### src/rtl/rxq_pkg.sv
// Package: shared helpers for the receive queue.
// Assumes: threshold and level use the same unsigned width.
package rxq_pkg;
    // Count width needed to hold 0..depth.
    function automatic int unsigned lvl_width(input int unsigned depth);
        return $clog2(depth + 1);
    endfunction
endpackage

### src/rtl/rxq_store.sv
// Module: rxq_store
// Byte storage ring with registered read output.
// Assumes: wr_en and rd_en are already qualified against full and empty by the caller.
module rxq_store #(
    parameter int DEPTH = 16,
    parameter int DW    = 8
) (
    input  logic          clk,
    input  logic          rst_n,
    input  logic          wr_en,
    input  logic [DW-1:0] wr_data,
    input  logic          rd_en,
    output logic [DW-1:0] rd_data
);
    localparam int PW = (DEPTH > 1) ? $clog2(DEPTH) : 1;
    localparam logic [PW-1:0] LAST = PW'(DEPTH - 1);

    logic [DW-1:0] mem [DEPTH];
    logic [PW-1:0] wp, rp, wp_nxt, rp_nxt;

    // Pointer advance: natural wrap for a power-of-two depth, explicit wrap otherwise.
    generate
        if ((1 << PW) == DEPTH) begin : g_pow2
            assign wp_nxt = wp + 1'b1;
            assign rp_nxt = rp + 1'b1;
        end else begin : g_mod
            assign wp_nxt = (wp == LAST) ? '0 : wp + 1'b1;
            assign rp_nxt = (rp == LAST) ? '0 : rp + 1'b1;
        end
    endgenerate

    // Write the accepted byte into the ring.
    always_ff @(posedge clk) begin
        if (wr_en) mem[wp] <= wr_data;
    end

    // Pointer and read-register update.
    always_ff @(posedge clk) begin
        if (!rst_n) begin
            wp      <= '0;
            rp      <= '0;
            rd_data <= '0;
        end else begin
            if (wr_en) wp <= wp_nxt;
            if (rd_en) begin
                rp      <= rp_nxt;
                rd_data <= mem[rp];
            end
        end
    end

    // the read register holds its value when no pop is accepted.
    assert_rd_hold_R9: assert property (@(posedge clk) disable iff (!rst_n)
        !rd_en |=> $stable(rd_data));
endmodule

### src/rtl/rxq_count.sv
// Module: rxq_count
// Fill counter, strobe qualification and sticky overrun flag.
// Assumes: push and pop are single-cycle strobes from the source and the CPU.
module rxq_count #(
    parameter int DEPTH = 16,
    parameter int LW    = rxq_pkg::lvl_width(DEPTH)
) (
    input  logic          clk,
    input  logic          rst_n,
    input  logic          push_req,
    input  logic          pop_req,
    input  logic          ovr_clr,
    output logic          wr_en,
    output logic          rd_en,
    output logic [LW-1:0] level,
    output logic          overrun
);
    localparam logic [LW-1:0] FULL_LVL = LW'(DEPTH);

    logic full, empty, lost;

    // Qualify strobes: a pop is accepted unless empty; a push fits if not full or a pop frees a slot.
    always_comb begin
        full  = (level == FULL_LVL);
        empty = (level == '0);
        rd_en = pop_req && !empty;
        wr_en = push_req && (!full || rd_en);
        lost  = push_req && !wr_en;
    end

    // Fill count update.
    always_ff @(posedge clk) begin
        if (!rst_n) level <= '0;
        else if (wr_en && !rd_en) level <= level + 1'b1;
        else if (rd_en && !wr_en) level <= level - 1'b1;
    end

    // Sticky overrun: a new loss takes priority over a clear pulse.
    always_ff @(posedge clk) begin
        if (!rst_n) overrun <= 1'b0;
        else if (lost) overrun <= 1'b1;
        else if (ovr_clr) overrun <= 1'b0;
    end

    assert_level_bound_R1: assert property (@(posedge clk) disable iff (!rst_n)
        level <= FULL_LVL);
    assert_ovr_set_R6: assert property (@(posedge clk) disable iff (!rst_n)
        (push_req && full && !pop_req) |=> (overrun && level == FULL_LVL));
    assert_ovr_sticky_R7: assert property (@(posedge clk) disable iff (!rst_n)
        (overrun && !ovr_clr) |=> overrun);
    assert_pushpop_level_R8: assert property (@(posedge clk) disable iff (!rst_n)
        (push_req && pop_req && !empty) |=> $stable(level));
    assert_empty_pop_R9: assert property (@(posedge clk) disable iff (!rst_n)
        (pop_req && empty && !push_req) |=> (level == '0));
endmodule

### src/rtl/rxq_thresh_irq.sv
// Module: rxq_thresh_irq (top)
// Receive byte queue that raises an interrupt on a fill-level threshold or on not-empty.
// Assumes: irq_thresh and irq_any are quasi-static; irq is level-sensitive.
module rxq_thresh_irq #(
    parameter int DEPTH = 16,
    parameter int DW    = 8,
    parameter int LW    = rxq_pkg::lvl_width(DEPTH)
) (
    input  logic          clk,
    input  logic          rst_n,
    input  logic          wr_stb,
    input  logic [DW-1:0] wr_byte,
    input  logic          rd_pop,
    output logic [DW-1:0] rd_data,
    output logic [LW-1:0] fill_level,
    input  logic [LW-1:0] irq_thresh,
    input  logic          irq_any,
    input  logic          ovr_clr,
    output logic          overrun,
    output logic          irq
);
    localparam logic [LW-1:0] FULL_LVL = LW'(DEPTH);

    logic          wr_en, rd_en;
    logic [LW-1:0] eff_thr;

    rxq_count #(.DEPTH(DEPTH), .LW(LW)) u_count (
        .clk(clk), .rst_n(rst_n), .push_req(wr_stb), .pop_req(rd_pop),
        .ovr_clr(ovr_clr), .wr_en(wr_en), .rd_en(rd_en),
        .level(fill_level), .overrun(overrun)
    );

    rxq_store #(.DEPTH(DEPTH), .DW(DW)) u_store (
        .clk(clk), .rst_n(rst_n), .wr_en(wr_en), .wr_data(wr_byte),
        .rd_en(rd_en), .rd_data(rd_data)
    );

    // Effective threshold: not-empty alias for mode bit or zero, clamp to depth.
    always_comb begin
        if (irq_any || irq_thresh == '0) eff_thr = LW'(1);
        else if (irq_thresh > FULL_LVL)  eff_thr = FULL_LVL;
        else                             eff_thr = irq_thresh;
    end

    // Request line: fill threshold reached or a byte was lost.
    assign irq = overrun || (fill_level >= eff_thr);

    assert_idle_quiet_R3: assert property (@(posedge clk) disable iff (!rst_n)
        (fill_level == '0 && !overrun) |-> !irq);
    assert_ovr_irq_R7: assert property (@(posedge clk) disable iff (!rst_n)
        overrun |-> irq);
    assert_any_mode_R4: assert property (@(posedge clk) disable iff (!rst_n)
        (irq_any && fill_level != '0) |-> irq);
    assert_full_irq_R5: assert property (@(posedge clk) disable iff (!rst_n)
        (fill_level == FULL_LVL) |-> irq);
endmodule

### config.mk
export PLATFORM = sky130hd
export DESIGN_NAME = rxq_thresh_irq
export DESIGN_NICKNAME = d
export VERILOG_FILES = /design/src/rtl/rxq_pkg.sv /design/src/rtl/rxq_store.sv /design/src/rtl/rxq_count.sv /design/src/rtl/rxq_thresh_irq.sv
export SDC_FILE = /design/constraint.sdc
export NUM_CORES = 1
export LEC_CHECK = 0
export CAP_MARGIN = 40
export CORE_ASPECT_RATIO = 0.6
export CORE_MARGIN = 2
export CORE_UTILIZATION = 30
export DETAILED_ROUTE_END_ITERATION = 16
export DONT_BUFFER_PORTS = 1
export PLACE_DENSITY = 0.5
export SYNTH_ARGS = -nofsm -noshare
export SYNTH_HDL_FRONTEND = slang
export SYNTH_HIERARCHICAL = 1
export SYNTH_SLANG_ARGS = --single-unit
### constraint.sdc
create_clock -name clk -period 6 [get_ports clk]
set_input_delay 0.6 -clock clk [delete_from_list [all_inputs] [get_ports clk]]
set_output_delay 0.6 -clock clk [all_outputs]
set_load 0.01 [all_outputs]
# Yosys cells after proc, flatten, opt, wreduce, memory -nomap -nowiden

Memory sizes are Yosys's and may differ from the RTL's. A register that Yosys moved wholly into a read port is not among the register bits.
Cells that the tools add are included.

Register bits after elaboration: 14
Bits in writable memories: 128
Bits of input ports: 19
Output and inout port bits: 15
Memories kept: 1

Memory list:

| name        | depth | bits a word | rd ports | clocked after memory_dff | write ports | RTL line        | source |
|---|---|---|---|---|---|---|---|
| u_store.mem | 16    | 8           | 1        | 1                        | 1           | rxq_store.sv:18 | `logic [DW-1:0] mem [DEPTH];` |

Add/subtract/negate cells: 4
$lt $le $gt $ge: 2
Eq/ne operators: 1
Muxes and demuxes: 8
Reduce and logical (&&, ||, !) cells: 17

Operators with widths:

| cell                                             | number |
|---|---|
| 2-to-1 mux 5 bit                                 | 4 |
| logical NOT 5 bit                                | 2 |
| adder 4 x 1 -> 4 bit, second input constant      | 2 |
| adder 5 x 1 -> 5 bit, second input constant      | 1 |
| == test 5 bit, second input constant             | 1 |
| greater-or-equal comparator 5 bit                | 1 |
| > comparator 5 bit, second input constant        | 1 |
| logical AND 1 bit                                | 5 |
| logical NOT 1 bit                                | 5 |
| subtractor 5 x 1 -> 5 bit, second input constant | 1 |
| 2-to-1 mux 1 bit                                 | 4 |
| nonzero test 2 bit                               | 2 |
| logical OR 1 bit                                 | 3 |

# Logic depth before layout (Yosys ltp)

Gate-level depths: netlist of the first run.

Depth after elaboration: 9
Mapped depth: 10

# Modules after synthesis

Netlist of the first run, hierarchy kept.

Modules (own cells, without submodules):

| module         | times used | cells each | area an instance (µm²) |
|---|---|---|---|
| rxq_store      | 1          | 304        | 5654.2 |
| rxq_count      | 1          | 43         | 397.9 |
| rxq_thresh_irq | 1          | 20         | 140.1 |

# Worst setup path before layout of the first run

Ideal clock, no wire load.

Path kind: register to register
Start point: register u_count.level[0]
End point: register u_count.level[4]
Arrival time: 2392 ps
Data required time: 5928 ps
Slack: 3536 ps
Cell stages (with the launch flop): 11
Path buffers: 0
Clock period less this slack: 2464 ps
Cells stage by stage: dfxtp_1 > or4_4 > nor3b_2 > nor2b_1 > ha_1 > inv_1 > ha_1 > a21oi_1 > a211oi_1 > a31oi_1 > mux2i_1

Cells in the longest elaborated chain, start to end: 8

RTL lines:

| what                         | RTL line             | source |
|---|---|---|
| from (decl)                  | rxq_count.sv:15      | `output logic [LW-1:0] level,` |
| from (signal assigned)       | rxq_count.sv:34      | `else if (wr_en && !rd_en) level <= level + 1'b1;` |
| from (signal assigned)       | rxq_count.sv:35      | `else if (rd_en && !wr_en) level <= level - 1'b1;` |
| logical NOT 5 bit            | rxq_count.sv:25      | `empty = (level == '0);` |
| logical NOT 1 bit            | rxq_count.sv:26      | `rd_en = pop_req && !empty;` |
| logical AND 1 bit            | rxq_count.sv:26      |  |
| logical OR 1 bit (*)         | rxq_count.sv:27      | `wr_en = push_req && (!full \|\| rd_en);` |
| logical AND 1 bit (*)        | rxq_count.sv:27      |  |
| via wr_en                    | rxq_thresh_irq.sv:24 | `logic wr_en, rd_en;` |
| logical NOT 1 bit            | rxq_count.sv:35      |  |
| logical AND 1 bit            | rxq_count.sv:35      |  |
| nonzero test 2 bit (no line) | n/a                  |  |

Mark *: on every way through the listed nets, which the timed path passes. The rest lies on a longest branch. The select of a mux whose other input is x is not followed.
A chain may end at the register's enable or synchronous reset.

# Worst setup path in the final report of the first run

Ends and elaborated chain as after synthesis.

==> results of run 1 <==
[final cells by class]
| type | count | area, sq um |
|---|---|---|
| multi-input combinational | 196 | 1800 |
| timing repair buffer | 2 | 22.5 |
| sequential | 150 | 4290 |
| clock inverter | 14 | 128 |
| tap | 273 | 342 |
| inverter | 5 | 18.8 |
| clock buffer | 18 | 429 |
| fill | 1923 | 13100 |
[placed cells by master (no fill, tap or decap), types with 2 or more instances in the layout]
cell,count
ha_1,14
nand4_1,2
nand3_1,4
clkbuf_16,17
a21o_1,2
nand2b_1,5
inv_1,5
xor2_1,2
xnor2_1,6
clkinv_4,5
mux4_2,16
clkinv_1,2
mux2i_1,12
nor2b_1,15
nor2_1,7
mux2_2,24
edfxtp_1,128
o21ai_1,2
o22ai_1,8
clkinvlp_4,2
a21oi_1,3
a221o_1,8
dfxtp_1,21
and2_1,24
a211oi_1,10
a31oi_1,2
a2111oi_0,8
nand2_1,12
inv_6,3
[through the flow]
stage	area, sq um	util	setup WS, ns	hold WS (ns)	std cells
finish	7020	0.349	3.18	0.280	658
global placement	6450	0.321	3.26	0.568	625
detailed placement	6460	0.321	3.21	0.564	626
floorplan	6190	-	3.54	0.523	367
global route	7020	0.349	2.96	0.257	658
CTS	7020	0.349	3.18	0.262	658
[power by group through the flow]
stage | registers [mW] | clock network [mW] | logic, mW
floorplan | 1.26 | 0 | 0.462
global placement | 1.34 | 0 | 0.489
detailed placement | 1.34 | 0 | 0.492
CTS | 1.31 | 1.02 | 0.494
global route | 1.33 | 1.06 | 0.548
finish | 1.31 | 1.00 | 0.489
[routing by layer]
layer	GRT usage	wire length, um	up-vias
li1	-	-	1456
met1	0.199	7170	1628
met2	0.165	4990	63
met3	0.0455	820	7
met4	0.0388	66	0
met5	0	0	-
[state kept, by name, indices dropped and copies added (netlist names)]
| register | flops |
|---|---|
| u_store/mem | 128 |
| u_count/overrun | 1 |
| u_store/rd_data | 8 |
| u_store/wp | 4 |
| u_count/level | 5 |
| u_store/rp | 4 |
[worst max-delay path, delay by kind of cell (launching register included)]
kind / cells / cell delay [ns]
compound gates: 3 / 0.47
fa+ha+maj: 2 / 0.56
buf+inv: 1 / 0.16
flops: 1 / 0.41
mux: 1 / 0.19
simple gates: 3 / 0.96
[final timing paths]
kind / cells past startpoint / slack, ns / to / start
setup / recovery: 10 / 3.18 / u_count/level[4]$_SDFFE_PN0P_ / u_count/level[0]$_SDFFE_PN0P_
hold / removal: 0 / 0.28 / u_store/mem[10][0]$_DFFE_PP_ / wr_byte[0]
setup reg to reg: 10 / 3.18 / u_count/level[4]$_SDFFE_PN0P_ / u_count/level[0]$_SDFFE_PN0P_
hold reg to reg: 1 / 0.58 / u_store/rd_data[3]$_SDFFE_PN0P_ / u_store/rd_data[3]$_SDFFE_PN0P_
[cell families (layout without fill, tap and decap cells)]
kind of cell | after synthesis | count (layout)
compound gates | 45 | 45
xor+xnor | 8 | 8
fa+ha+maj | 15 | 15
buf+inv | 21 | 39
flops | 150 | 150
mux | 52 | 52
simple gates | 76 | 76
==> results.txt, run 1 <==
Status = completed
Simple logic cell fraction of the synthesized area = 0.0711
Critical path's largest stage delay = 0.58 ns
First-pass GRT wire length = 20100 um
Synth Flop Type = edfxtp_1
Avg Cell Area, Syn = 16.9 sq um
Post-Syn Instances = 367
Largest family of logic cells by synthesized area = multiplexers
Critical path fanouts, max = 9
Layout cells sized above 1 = 0.192
Slew of the pin with the lowest slew margin = 0.821 ns
Peak supply drop = 0.215 mV
Synth async-reset ratio = 0
Num Clock Sinks = 150
Area fraction of the dominant cell type after synthesis = 0.621
Antenna viol nets, final = 0
Worst slew margin = 0.451
Yosys top cell by area = edfxtp_1
Fin Clk Skew = 0.00834 ns
Die Width = 189 um
Total power draw = 2.80 mW
Die area = 21800 sq um
CP most frequent cell = ha_1
Fmax = 0.354 GHz
Switching Fraction = 0.277
Clock-pin slew on the worst setup and hold paths = 0.06 ns
Worst setup EP type = register
Max_cap viols = 0
Syn Std Cell Area = 6190 sq um
Adder-Cell Fraction of Synth Area = 0.0315
Gpl congestion = 0.749
Synth cell types = 39
Comb power frac = 0.175
Min Tclk post-route = 2.82 ns
CTS hold repair buffers = 0
Core Box Area = 20100 sq um
Clk pwr share = 0.357
Crit start category = register
Initial antenna violation count = 0
Initial Util = 0.308
Worst path slowest cell = or4_4
NetSw = 0.775 mW
Row cnt = 40
Initial DRC Count = 259
Synth cell count leaders = edfxtp_1 (128), and2_1 (24), mux2_2 (24)
PD cells = 399 nW/um^2
H-tree depth = 4
CTS tree = done
Crit path cell chain = or4_4, nor3b_2, nor2b_1, ha_1, inv_1, ha_1, a21oi_1, a211oi_1, a31oi_1, mux2i_1
Xor-xnor portion of the synthesized cell area = 0.0113
Slew Viols, Final = 0
CP arrival = 3.16 ns
HP Class = in2reg
Final Cycle Share = 0.470
Ant diodes = 0
Cell leakage power = 2.24 nW
IO Pins = 34
Area grow syn2layout = 13.4%
Post_cts resized = 0
CTS buffer count = 17
Via-to-Cell Ratio = 4.79
Reg power frac = 0.468
YS warnings = 6
PortBufs = 0
Final net count = 406
Synth area leaders = edfxtp_1 (62%), dfxtp_1 (7.1%), mux4_2 (5.8%)
Sequential-to-total area share from yosys stat = 0.692
Power Internal = 2.03 mW
Clock Latency Late Sink = 0.41 ns
DP HPWL = 9100 um
Routed len/inst = 19.8 um
Syn Nets = 401
Final wirelength = 13000 um
Number of flops mapped to enable cells by yosys = 128
Maximum clock insertion buffer count = 2
Unrepaired setup endpoints after global routing = no
Router iterations before antenna repair = 4
Number of synthesized register bits = 150
Global Route Usage Sum = 0.129
Synth Area in Compound Gates = 0.0550
Setup_tns = 0 ns
Congestion Overflow GR = 0
Clock Root Buffer = clkbuf_16
Via count = 3154
Worst Setup Path Type = reg2reg
Die extent in y = 115 um
Largest net degree at the start of global routing = 36
Mux cell area share after synthesis = 0.121
Setup violators final = 0
Count leader, synth = edfxtp_1
Drt drc = 0
Postcts setup bufs = 0
Final Hold Fails = 0
Worst path required time = 6.34 ns
Vias in the first global route = 3234
(Power assumes the default switching activity.)
==> run 2, diff against run 1 <==
Settings changed: PLACE_DENSITY 0.5 to 0.51.
Clock period 6 ns to 2.4 ns, I/O delays scaled along.
==> results.txt, run 2 (synthesis gave the netlist of run 1 again) <==
Maximum clock insertion buffer count = 2 (unchanged)
Fin area = 7390 sq um (was 7020 sq um)
Num Clock Sinks = 150 (unchanged)
Worst hold slack = 0.0255 ns (was 0.280 ns)
HP Class = in2reg (unchanged)
H-tree depth = 4 (unchanged)
Worst setup EP type = register (unchanged)
Final wirelength = 14100 um (was 13000 um)
Final Hold Fails = 0 (unchanged)
DP HPWL = 9470 um (was 9100 um)
Launch point of the worst path = u_count/level[0]$_SDFFE_PN0P_ (unchanged)
Die Width = 189 um (unchanged)
Via-to-Cell Ratio = 4.78 (was 4.79)
Reg-to-reg slack, setup = 0.03 ns (was 3.18 ns)
Fmax = 0.422 GHz (was 0.354 GHz)
Ant diodes = 0 (unchanged)
Drt drc = 0 (unchanged)
Clock Root Buffer = clkbuf_16 (unchanged)
Worst path required time = 2.76 ns (was 6.34 ns)
CTS buffer count = 17 (unchanged)
Critical path fanouts, max = 5 (was 9)
Final Cycle Share = 0.986 (was 0.470)
R2R Path Start = u_count/level[0]$_SDFFE_PN0P_ (unchanged)
Routed len/inst = 20.5 um (was 19.8 um)
Clock-pin slew on the worst setup and hold paths = 0.06 ns (about the same)
Top reg by flops = u_store/mem (unchanged)
Max_cap viols = 0 (unchanged)
PortBufs = 0 (unchanged)
Die extent in y = 115 um (unchanged)
Post-place instance area = 6620 sq um (was 6460 sq um)
Peak supply drop = 0.585 mV (was 0.215 mV)
Crit start category = register (unchanged)
Most frequent cells in the layout = edfxtp_1 (128), and2_1 (24), mux2_2 (24) (unchanged)
Leading cell type in the layout, fill and taps excluded = edfxtp_1 (unchanged)
Worst slew margin = 0.506 (was 0.451)
Min Tclk post-route = 2.37 ns (was 2.82 ns)
Final net count = 436 (was 406)
Clock Latency Late Sink = 0.42 ns (was 0.41 ns)
Slew of the pin with the lowest slew margin = 0.738 ns (was 0.821 ns)
Core Box Area = 20100 sq um (unchanged)
Status = completed (unchanged)
IO Pins = 34 (unchanged)
Worst Setup Path Type = reg2reg (unchanged)
Router iterations before antenna repair = 4 (unchanged)
Layout cells sized above 1 = 0.248 (was 0.192)
Vias in the first global route = 3333 (was 3234)
CP arrival = 2.73 ns (was 3.16 ns)
Initial DRC Count = 277 (was 259)
Initial antenna violation count = 0 (unchanged)
Die area = 21800 sq um (unchanged)
Via count = 3287 (was 3154)
Cell leakage power = 2.43 nW (was 2.24 nW)
Row cnt = 40 (unchanged)
Antenna viol nets, final = 0 (unchanged)
Area grow syn2layout = 19.3% (was 13.4%)
R2r worst-path depth = 10 (unchanged)
Total power draw = 7.53 mW (was 2.80 mW)
Max reg flops = 128 (unchanged)
First-pass GRT wire length = 21400 um (was 20100 um)
Setup violators final = 0 (unchanged)
PD cells = 1020 nW/um^2 (was 399 nW/um^2)
Initial Util = 0.308 (unchanged)
Global Route Usage Sum = 0.138 (was 0.129)
Slew Viols, Final = 0 (unchanged)
Gpl congestion = 0.724 (was 0.749)
Largest net degree at the start of global routing = 28 (was 36)
Setup crit end = u_count/level[3]$_SDFFE_PN0P_ (was u_count/level[4]$_SDFFE_PN0P_)
CTS tree = done (unchanged)
Congestion Overflow GR = 0 (unchanged)
Unrepaired setup endpoints after global routing = yes (was no)
Top Registers = u_store/mem: 128 flops, u_store/rd_data: 8 flops, u_count/level: 5 flops (unchanged)
R2R Path End = u_count/level[3]$_SDFFE_PN0P_ (was u_count/level[4]$_SDFFE_PN0P_)
Fin Clk Skew = 0.0120 ns (was 0.00834 ns)
## run 2: worst min-delay path by stage
stage,from,end,slack (ns),depth (start not counted)
after CTS,rst_n,u_count/level[3]$_SDFFE_PN0P_,0.005,2
final,rst_n,u_count/level[3]$_SDFFE_PN0P_,0.03,2
after global routing,rst_n,u_count/level[3]$_SDFFE_PN0P_,0.03,2
after global placement,wr_byte[7],u_store/mem[2][7]$_DFFE_PP_,0.34,0
after floorplan,wr_byte[0],u_store/mem[0][0]$_DFFE_PP_,0.34,0
after detailed placement,wr_byte[7],u_store/mem[2][7]$_DFFE_PP_,0.34,0
## run 2: where the power goes
part           leakage (nW)  total, mW  switching (mW)  internal [mW]
combinational         0.794       1.69           0.846          0.845
clock                 0.299       2.71            1.07           1.64
sequential             1.34       3.13           0.146           2.98
total                  2.43       7.53            2.06           5.47
## run 2: cell type report
| class | count | area (sq um) |
|---|---|---|
| Fill cell | 1856 | 12700 |
| Sequential cell | 150 | 4290 |
| Multi-Input combinational cell | 196 | 1850 |
| Clock buffer | 17 | 425 |
| Tap cell | 273 | 342 |
| Timing Repair Buffer | 32 | 290 |
| Clock inverter | 15 | 179 |
| Inverter | 5 | 21.3 |
## run 2: critical path, cell delays in order (launching register included)
cell	delay, ns
dfxtp_2	0.32
or4_4	0.57
nor3b_4	0.21
nor2b_2	0.09
ha_4	0.18
inv_4	0.08
ha_1	0.13
a21o_1	0.11
a21oi_1	0.08
or4b_1	0.48
nand3_1	0.08
## run 2: per-stage QoR
step	setup TNS [ns]	instances	util	setup slack [ns]
detailed placement	-0.122	644	0.329	-0.0740
finish	0	688	0.367	0.0328
CTS	0	688	0.367	0.0131
floorplan	0	367	-	0.00966
global placement	-0.0191	644	0.329	-0.0191
global route	-0.126	688	0.367	-0.101
## run 2: metal layers
metal / up-vias / global-route usage / wire (um)
met4: 0 / 0.0434 / 80
met5: - / 0 / 0
met2: 85 / 0.189 / 5730
met3: 5 / 0.0375 / 1160
li1: 1519 / - / -
met1: 1678 / 0.211 / 7130
## run 2: timing repair
item	CTS	global route
pin swaps	2	1
endpoints found under the setup margin	2	2
setup buffers	2	0
hold buffers	10	0
endpoints found under the hold margin	142	0
resized for setup	9	0
